File: src/rtl/tmr_pkg.sv
package tmr_pkg;
  localparam int HALF_W    = 16;
  localparam int NUM_HALF  = 2;
  localparam int CNT_W     = HALF_W * NUM_HALF;
  localparam int ADDR_W    = 3;
  localparam int START_BIT = 5;
  localparam int STOP_BIT  = 4;
  localparam int DONE_BIT  = 7;
  localparam int MASK_DROP = 15;

  typedef enum logic [ADDR_W-1:0] {
    REG_CMD    = 3'd0,
    REG_STAT   = 3'd1,
    REG_MASK   = 3'd2,
    REG_CNT_LO = 3'd3,
    REG_CNT_HI = 3'd4
  } tmrReg_e;

  typedef struct packed {
    logic [NUM_HALF-1:0] loadVec;
    logic                countEn;
    logic                latchHi;
    logic [HALF_W-1:0]   data;
  } tmrStrobe_t;
endpackage

File: src/rtl/tmr_datapath.sv
module tmr_datapath
  import tmr_pkg::*;
(
  input  logic              clk,
  input  logic              rstN,
  input  tmrStrobe_t        strb,
  output logic [CNT_W-1:0]  count,
  output logic [HALF_W-1:0] hiShadow,
  output logic              wrapPulse
);
  logic [CNT_W-1:0] nextCount;
  logic [CNT_W-1:0] loadMerge;

  // Merge each half that is being written into the current count.
  for (genvar h = 0; h < NUM_HALF; h++) begin : g_half
    assign loadMerge[h*HALF_W +: HALF_W] =
      strb.loadVec[h] ? strb.data : count[h*HALF_W +: HALF_W];
  end

  assign wrapPulse = strb.countEn && !(|strb.loadVec) && (count == '0);

  always_comb begin
    nextCount = count;
    if (|strb.loadVec) begin
      nextCount = loadMerge;
    end else if (strb.countEn) begin
      nextCount = (count == '0) ? '1 : count - CNT_W'(1);
    end
  end

  always_ff @(posedge clk) begin
    if (!rstN) begin
      count    <= '0;
      hiShadow <= '0;
    end else begin
      count <= nextCount;
      if (strb.latchHi) hiShadow <= count[CNT_W-1 -: HALF_W];
    end
  end
endmodule

File: src/rtl/tmr_ctrl.sv
module tmr_ctrl
  import tmr_pkg::*;
(
  input  logic              clk,
  input  logic              rstN,
  input  logic              tickEn,
  input  logic              wrEn,
  input  logic              rdEn,
  input  logic [ADDR_W-1:0] addr,
  input  logic [HALF_W-1:0] wrData,
  input  logic [HALF_W-1:0] countLo,
  input  logic [HALF_W-1:0] hiShadow,
  input  logic              wrapPulse,
  output tmrStrobe_t        strb,
  output logic              running,
  output logic [HALF_W-1:0] statReg,
  output logic [HALF_W-1:0] maskReg,
  output logic [HALF_W-1:0] rdData,
  output logic              irq
);
  localparam logic [HALF_W-1:0] DROP_KEEP = ~(HALF_W'(1) << MASK_DROP);
  localparam logic [HALF_W-1:0] DONE_VEC  = HALF_W'(1) << DONE_BIT;

  logic selCmd, selStat, selMask, selLo, selHi;
  logic [HALF_W-1:0] clearVec;
  logic [HALF_W-1:0] cmdView;

  assign selCmd  = (addr == REG_CMD);
  assign selStat = (addr == REG_STAT);
  assign selMask = (addr == REG_MASK);
  assign selLo   = (addr == REG_CNT_LO);
  assign selHi   = (addr == REG_CNT_HI);

  assign strb.loadVec = {wrEn && selHi, wrEn && selLo};
  assign strb.countEn = running && tickEn;
  assign strb.latchHi = rdEn && selLo;
  assign strb.data    = wrData;

  assign clearVec = (wrEn && selStat) ? wrData : '0;

  always_ff @(posedge clk) begin
    if (!rstN) begin
      running <= 1'b0;
      statReg <= '0;
      maskReg <= '0;
    end else begin
      if (wrEn && selCmd) begin
        if (wrData[STOP_BIT])       running <= 1'b0;
        else if (wrData[START_BIT]) running <= 1'b1;
      end
      statReg <= (statReg & ~clearVec) | (wrapPulse ? DONE_VEC : '0);
      if (wrEn && selMask) maskReg <= wrData & DROP_KEEP;
    end
  end

  always_comb begin
    cmdView = '0;
    cmdView[START_BIT] = running;
    cmdView[STOP_BIT]  = !running;
  end

  always_comb begin
    rdData = '0;
    if (selCmd)  rdData = cmdView;
    if (selStat) rdData = statReg;
    if (selMask) rdData = maskReg;
    if (selLo)   rdData = countLo;
    if (selHi)   rdData = hiShadow;
  end

  assign irq = |(maskReg & statReg);
endmodule

File: src/rtl/tmr_top.sv
module tmr_top
  import tmr_pkg::*;
(
  input  logic              clk,
  input  logic              rstN,
  input  logic              tickEn,
  input  logic              wrEn,
  input  logic              rdEn,
  input  logic [ADDR_W-1:0] addr,
  input  logic [HALF_W-1:0] wrData,
  output logic [HALF_W-1:0] rdData,
  output logic              irq
);
  tmrStrobe_t        strb;
  logic [CNT_W-1:0]  countVal;
  logic [HALF_W-1:0] hiShadow;
  logic              wrapPulse;
  logic              running;
  logic [HALF_W-1:0] statReg;
  logic [HALF_W-1:0] maskReg;

  tmr_ctrl u_ctrl (
    .clk       (clk),
    .rstN      (rstN),
    .tickEn    (tickEn),
    .wrEn      (wrEn),
    .rdEn      (rdEn),
    .addr      (addr),
    .wrData    (wrData),
    .countLo   (countVal[HALF_W-1:0]),
    .hiShadow  (hiShadow),
    .wrapPulse (wrapPulse),
    .strb      (strb),
    .running   (running),
    .statReg   (statReg),
    .maskReg   (maskReg),
    .rdData    (rdData),
    .irq       (irq)
  );

  tmr_datapath u_dp (
    .clk       (clk),
    .rstN      (rstN),
    .strb      (strb),
    .count     (countVal),
    .hiShadow  (hiShadow),
    .wrapPulse (wrapPulse)
  );
endmodule

File: config.mk
export PLATFORM = sky130hd
export DESIGN_NAME = tmr_top
export DESIGN_NICKNAME = d
export VERILOG_FILES = /design/src/rtl/tmr_pkg.sv /design/src/rtl/tmr_datapath.sv /design/src/rtl/tmr_ctrl.sv /design/src/rtl/tmr_top.sv
export SDC_FILE = /design/constraint.sdc
export NUM_CORES = 1
export LEC_CHECK = 0
export ABC_CLOCK_PERIOD_IN_PS = 4690
export BUFFER_PORTS_ARGS = -buffer_cell sky130_fd_sc_hd__clkbuf_2
export CAP_MARGIN = 0
export CORE_MARGIN = 10
export CORE_UTILIZATION = 51
export CTS_CLUSTER_SIZE = 28
export DETAILED_ROUTE_END_ITERATION = 8
export PLACE_DENSITY = 0.71
export REMOVE_ABC_BUFFERS = 1
export SYNTH_ARGS = -nofsm -noshare
export SYNTH_HDL_FRONTEND = slang
export SYNTH_SLANG_ARGS = --single-unit
export TNS_END_PERCENT = 10
File: constraint.sdc
create_clock -name clk -period 4.69 [get_ports clk]
set_input_delay 0.938 -clock clk [delete_from_list [all_inputs] [get_ports clk]]
set_output_delay 0.938 -clock clk [all_outputs]
set_load 0.02 [all_outputs]
==> results of run 1 <==
[Yosys cell counts (6+ instances only)]
cell type and count:
nand2_1 114, dfxtp_1 80, a21oi_1 55, o21ai_0 36
clkbuf_1 32, nor3_1 30, nor2_1 27, a22oi_1 18
mux2_2 15, inv_1 9, nand4_1 9, a221oi_2 7
or4_1 7, a221oi_1 6, and3_1 6, and4_1 6
nand3_1 6, nor4_1 6, o221ai_1 6, or3_1 6
[where the power goes]
| part | internal, mW | switching [mW] | total, mW |
|---|---|---|---|
| sequential | 0.696 | 0.0296 | 0.726 |
| clock | 0.245 | 0.267 | 0.513 |
| combinational | 0.162 | 0.272 | 0.434 |
| total | 1.10 | 0.569 | 1.67 |
[per-layer routing]
| metal | up-vias | wire (µm) |
|---|---|---|
| li1 | 2161 | - |
| met1 | 2197 | 5999 |
| met2 | 261 | 6784 |
| met3 | 45 | 1613 |
| met4 | 0 | 624 |
| met5 | - | 0 |
[worst max-delay path: stages]
cell      delay, ns
clkbuf_2       0.39
nor3b_2        0.70
buf_4          0.29
a32o_1         0.20
clkbuf_2       0.19
[cell type report]
type / count / area share (%)
Sequential cell: 80 / 32.27
Clock inverter: 5 / 1.160
Tap cell: 108 / 2.723
Multi-Input combinational cell: 442 / 54.51
Clock buffer: 11 / 2.648
Timing Repair Buffer: 53 / 6.001
Inverter: 9 / 0.6808
[registers in the layout, summed over array words and instances, names as in the netlist]
name,count
u_ctrl.maskReg,15
u_ctrl.running,1
u_ctrl.statReg,16
u_dp.count,32
u_dp.hiShadow,16
[cells by family after synthesis]
| logic type | count (synthesis) | synth area share, % |
|---|---|---|
| AND/OR/NAND/NOR | 251 | 28.60 |
| AO/OA/AOI/OAI | 164 | 24.34 |
| flip-flops | 80 | 35.20 |
| buffers and inverters | 55 | 5.335 |
| multiplexers | 17 | 4.428 |
| XOR/XNOR | 8 | 1.540 |
| adder cells (fa/ha/maj) | 2 | 0.5500 |
[worst max-delay path by stage]
stage / endpoint / slack, ns / cells after the start
floorplan: u_dp.count[25] / 1.59 / 5
global placement: rdData[15] / 1.18 / 5
detailed placement: rdData[15] / 1.07 / 5
CTS: rdData[15] / 1.05 / 5
global route: rdData[15] / 0.91 / 5
finish: rdData[15] / 1.03 / 5
==> run summary, run 1 <==
layout cell share with drive strength beyond 1: 18.50%
Peak Freq: 0.2731 GHz
number of diodes: 0
chip width: 114.4 µm
pre-CTS WS: 1.073 ns
slew margin rel.: 42.20%
Fin Setup TNS: 0 ns
Worst Path Max Fanout: 29
post-route clock period utilization: 78.07%
area grow syn2layout: 9.076%
clk_lat worst skew: 0.37 ns
Placement Rows: 34
# resized after CTS: 0
HP Class: flop to flop
clk_skew: 0.009875 ns
M3 GR Usage: 5.241%
routed via count: 4664
global route overflow: 0
GRT Resource Usage Total: 23.24%
commonest non-fill, non-tap cell in the layout: nand2_1
Reg clk slew, reported paths: 0.09 ns
CTS Buf Count: 9
Netlist Area Pre-Place: 4549 µm²
HP Start: u_ctrl.statReg[15]
DRT Wirelength: 15020 µm
DP Area: 4773 µm²
CP startpoint: addr[0]
first-pass GRT wire length: 24240 µm
post-synthesis area per instance: 7.885 µm²
postcts setup bufs: 0
initial antenna violation count: 0
mean routed wirelength per cell: 21.22 µm
grt met1 use: 29.70%
hold_ws: 0.4495 ns
vias in the first global route: 4498
Synth Instances: 577
Initial Util: 52.17%
critical path capture point type: output port
WP data arrival: 2.72 ns
commonest non-fill, non-tap cells in the layout: nand2_1, dfxtp_1, a21oi_1, clkbuf_2, o21ai_0
drt first pass iters: 6
final-report setup violation count: 0
Tightest Pin Transition: 0.8644 ns
final hold violation count: 0
Hold EP: u_ctrl.statReg[15]
Max Cap Viol: 0
largest net degree at the start of global routing: 33
core area: 8721 µm²
hold path cells: 2
CTS tree: built
I/O pin cnt: 41
Port Buf Inserts: 40
reg2reg end: u_dp.count[7]
register area share after synthesis: 35.20%
Post-synth EDFFs: 0
Routability Congestion: 0.9315
Finished Core Util: 56.90%
Nets: 621
Finished Cell Area: 4962 µm²
DRC: 0
cts hold-fix bufs: 0
area of the multi-input gates: 2705 µm²
minimum clock period after layout: 3.662 ns
CTS Buffer Depth: 2
placed cells: 692
top_reg_cell synth: dfxtp_1
Die Y: 114.4 µm
dominant cells by area after synthesis: dfxtp_1, nand2_1, a21oi_1
Pleak: 1.734 nW
worst vdd rail ir drop: 0.1380 mV
Overall Power: 1.673 mW
GRT met2 Usage: 35.75%
cell taking the most area after synthesis: dfxtp_1
Reg area: 1602 µm²
post-synthesis cell type count: 65
number of H-tree levels: 3
Clock Tree Root: clkbuf_8
PwrDens: 337.1 nW/µm²
status: completed
Async SR Flop Fraction: 0%
Yosys warning total: 0
RSZ-0062 raised after global routing: false
Req. time, crit path: 3.75 ns
final setup margin: 1.028 ns
Detail Route Antenna Nets: 0
Iter 0 DRT Violations: 627
critical path type: primary input to output port
Die ar.: 13100 µm²
Startpoint Class: primary input
vias per inst: 6.588
clock sinks: 80
Filler cells: 825
synthesized flop and latch total: 80
Synth top area share: 35.20%
GR peak layer: met2
Final Max Slew Viols: 0
post-detail-place hpwl: 10790 µm
R2R Setup Slk: 2.03 ns
number of cells on the worst reg-to-reg path: 6
Post-Layout Cell Count: 708
Worst R2R Start: u_dp.count[16]
Power figures use the tool's default switching activity.
==> run 2, diff against run 1 <==
Settings changed: ABC_AREA from default to 1, ABC_CLOCK_PERIOD_IN_PS 4690 to 3800.
Clock period 4.69 ns to 3.8 ns, I/O delays scaled along.
==> run summary, run 2 <==
clk_skew: 0.01371 ns
first-pass GRT wire length: 23120 µm
Pleak: 2.480 nW
CP max stage cell: inv_1
top_reg_cell synth: dfxtp_1
cts hold-fix bufs: 0
Largest regs: u_dp.count x32, u_ctrl.statReg x16, u_dp.hiShadow x16
Filler cells: 896
vias in the first global route: 4644
CTS Buf Count: 9
initial antenna violation count: 0
Clock Tree Root: clkbuf_8
# resized after CTS: 0
vias per inst: 5.635
WP data arrival: 2.22 ns
final hold violation count: 0
final-report setup violation count: 0
commonest non-fill, non-tap cell in the layout: nor2_1
PwrDens: 428.7 nW/µm²
number of diodes: 0
Yosys warning total: 0
clk_lat worst skew: 0.36 ns
commonest non-fill, non-tap cells in the layout: nor2_1, nand2_1, inv_1, dfxtp_1, o21ai_0
Detail Route Antenna Nets: 0
Nets: 774
worst-path cell chain: clkbuf_2 -> inv_2 -> nand2_2 -> nor2_4 -> inv_1 -> nor2_1 -> a221oi_1 -> o21ai_0 -> clkbuf_2
Iter 0 DRT Violations: 418
post-synthesis cell type count: 31
Die ar.: 13240 µm²
Startpoint Class: primary input
Post-synth EDFFs: 0
layout cell share with drive strength beyond 1: 10.77%
global route overflow: 0
Final Max Slew Viols: 0
Req. time, crit path: 3.04 ns
I/O pin cnt: 41
worst vdd rail ir drop: 0.2461 mV
Tightest Pin Transition: 0.9898 ns
Async SR Flop Fraction: 0%
area grow syn2layout: 10.53%
buffers plus inverters on the worst setup path: 4
Routability Congestion: 0.9538
critical path's top delay family: buffers and inverters
postcts setup bufs: 0
DRT Wirelength: 13960 µm
cell taking the most area after synthesis: dfxtp_1
HP Class: flop to flop
dominant cells by area after synthesis: dfxtp_1, nor2_1, nand2_1
Netlist Area Pre-Place: 4608 µm²
drt first pass iters: 8
RSZ-0062 raised after global routing: false
core area: 8763 µm²
critical path capture point type: output port
Synth top area share: 34.75%
post-route clock period utilization: 78.46%
register area share after synthesis: 34.75%
mean routed wirelength per cell: 16.23 µm
Fin Setup TNS: 0 ns
Reg clk slew, reported paths: 0.08 ns
clock sinks: 80
CTS Buffer Depth: 2
CTS tree: built
Placement Rows: 34
routed via count: 4846
Peak Freq: 0.3354 GHz
post-synthesis area per instance: 6.383 µm²
Die Y: 115.1 µm
GRT Resource Usage Total: 21.44%
minimum clock period after layout: 2.982 ns
commonest cells in the netlist: nor2_1, nand2_1, inv_1
Port Buf Inserts: 40
post-detail-place hpwl: 9965 µm
DP Area: 4851 µm²
DRC: 0
largest net degree at the start of global routing: 46
Largest Register: u_dp.count
most common cell in the netlist: nor2_1
Finished Cell Area: 5094 µm²
Initial Util: 52.58%
Worst Path Max Fanout: 14
most used cell, CP: clkbuf_2
number of H-tree levels: 3
synthesized flop and latch total: 80
Synth Instances: 722
max reg flops: 32
chip width: 115.1 µm
CP max stage delay: 0.50 ns
slew margin rel.: 33.77%
status: completed
Max Cap Viol: 0
critical path type: primary input to output port
## run 2: through the flow
step	power, mW	util [%]	cells	hold slack, ns	setup WS, ns
5_1_grt	2.313	58.12	860	0.4742	0.6867
4_1_cts	2.186	58.12	860	0.4524	0.8228
3_5_place_dp	1.425	55.35	845	0.4399	0.8229
3_3_place_gp	1.418	55.35	845	0.4355	0.8874
2_1_floorplan	1.276	-	691	0.4239	1.193
6_report	2.184	58.12	860	0.4501	0.8184
## run 2: tightest hold or removal path: stages, from the launching register on
cell	delay, ns
dfxtp_1	0.31
inv_1	0.05
a21oi_1	0.05
## run 2: cell type report
class                   count  area, µm²  share of cell area (%)
well taps                 108      135.1                   2.653
clock buffers              10      137.6                   2.702
flip-flops and latches     80       1602                   31.44
inverters                 106      397.9                   7.811
clock inverters             5      105.1                   2.063
multi-input cells         505       2471                   48.51
repair buffers             46      245.2                   4.815
## run 2: worst paths after layout
path | start | cells after the start | end | slack, ns
max | addr[2] | 9 | rdData[1] | 0.82
min | u_dp.hiShadow[13] | 2 | u_dp.hiShadow[13] | 0.45
max reg2reg | u_dp.count[13] | 7 | u_dp.count[6] | 1.61
min reg2reg | u_dp.hiShadow[13] | 2 | u_dp.hiShadow[13] | 0.45
## run 2: cell families (layout without fill, tap and decap cells)
group                      after synthesis  after routing  synth area share (%)
AOI/OAI and AO/OA                      204            204                 25.22
DFF                                     80             80                 34.75
adders and majority gates                2              2                0.5429
buffers and inverters                  137            167                 11.68
and+or+nand+nor                        287            287                 25.52
xor gates and xnor gates                12             12                 2.281
## run 2: report_power, final
group          internal, mW  switching, mW  leakage (nW)
Clock                 0.451          0.319         0.115
Combinational         0.167          0.350          1.72
Sequential            0.866         0.0311         0.649
## run 2: per-layer routing
layer,GRT usage [%],share of wire [%]
met1,28.87,46
met2,33.52,45
met3,4.375,7.0
met4,6.931,1.9
met5,0,0
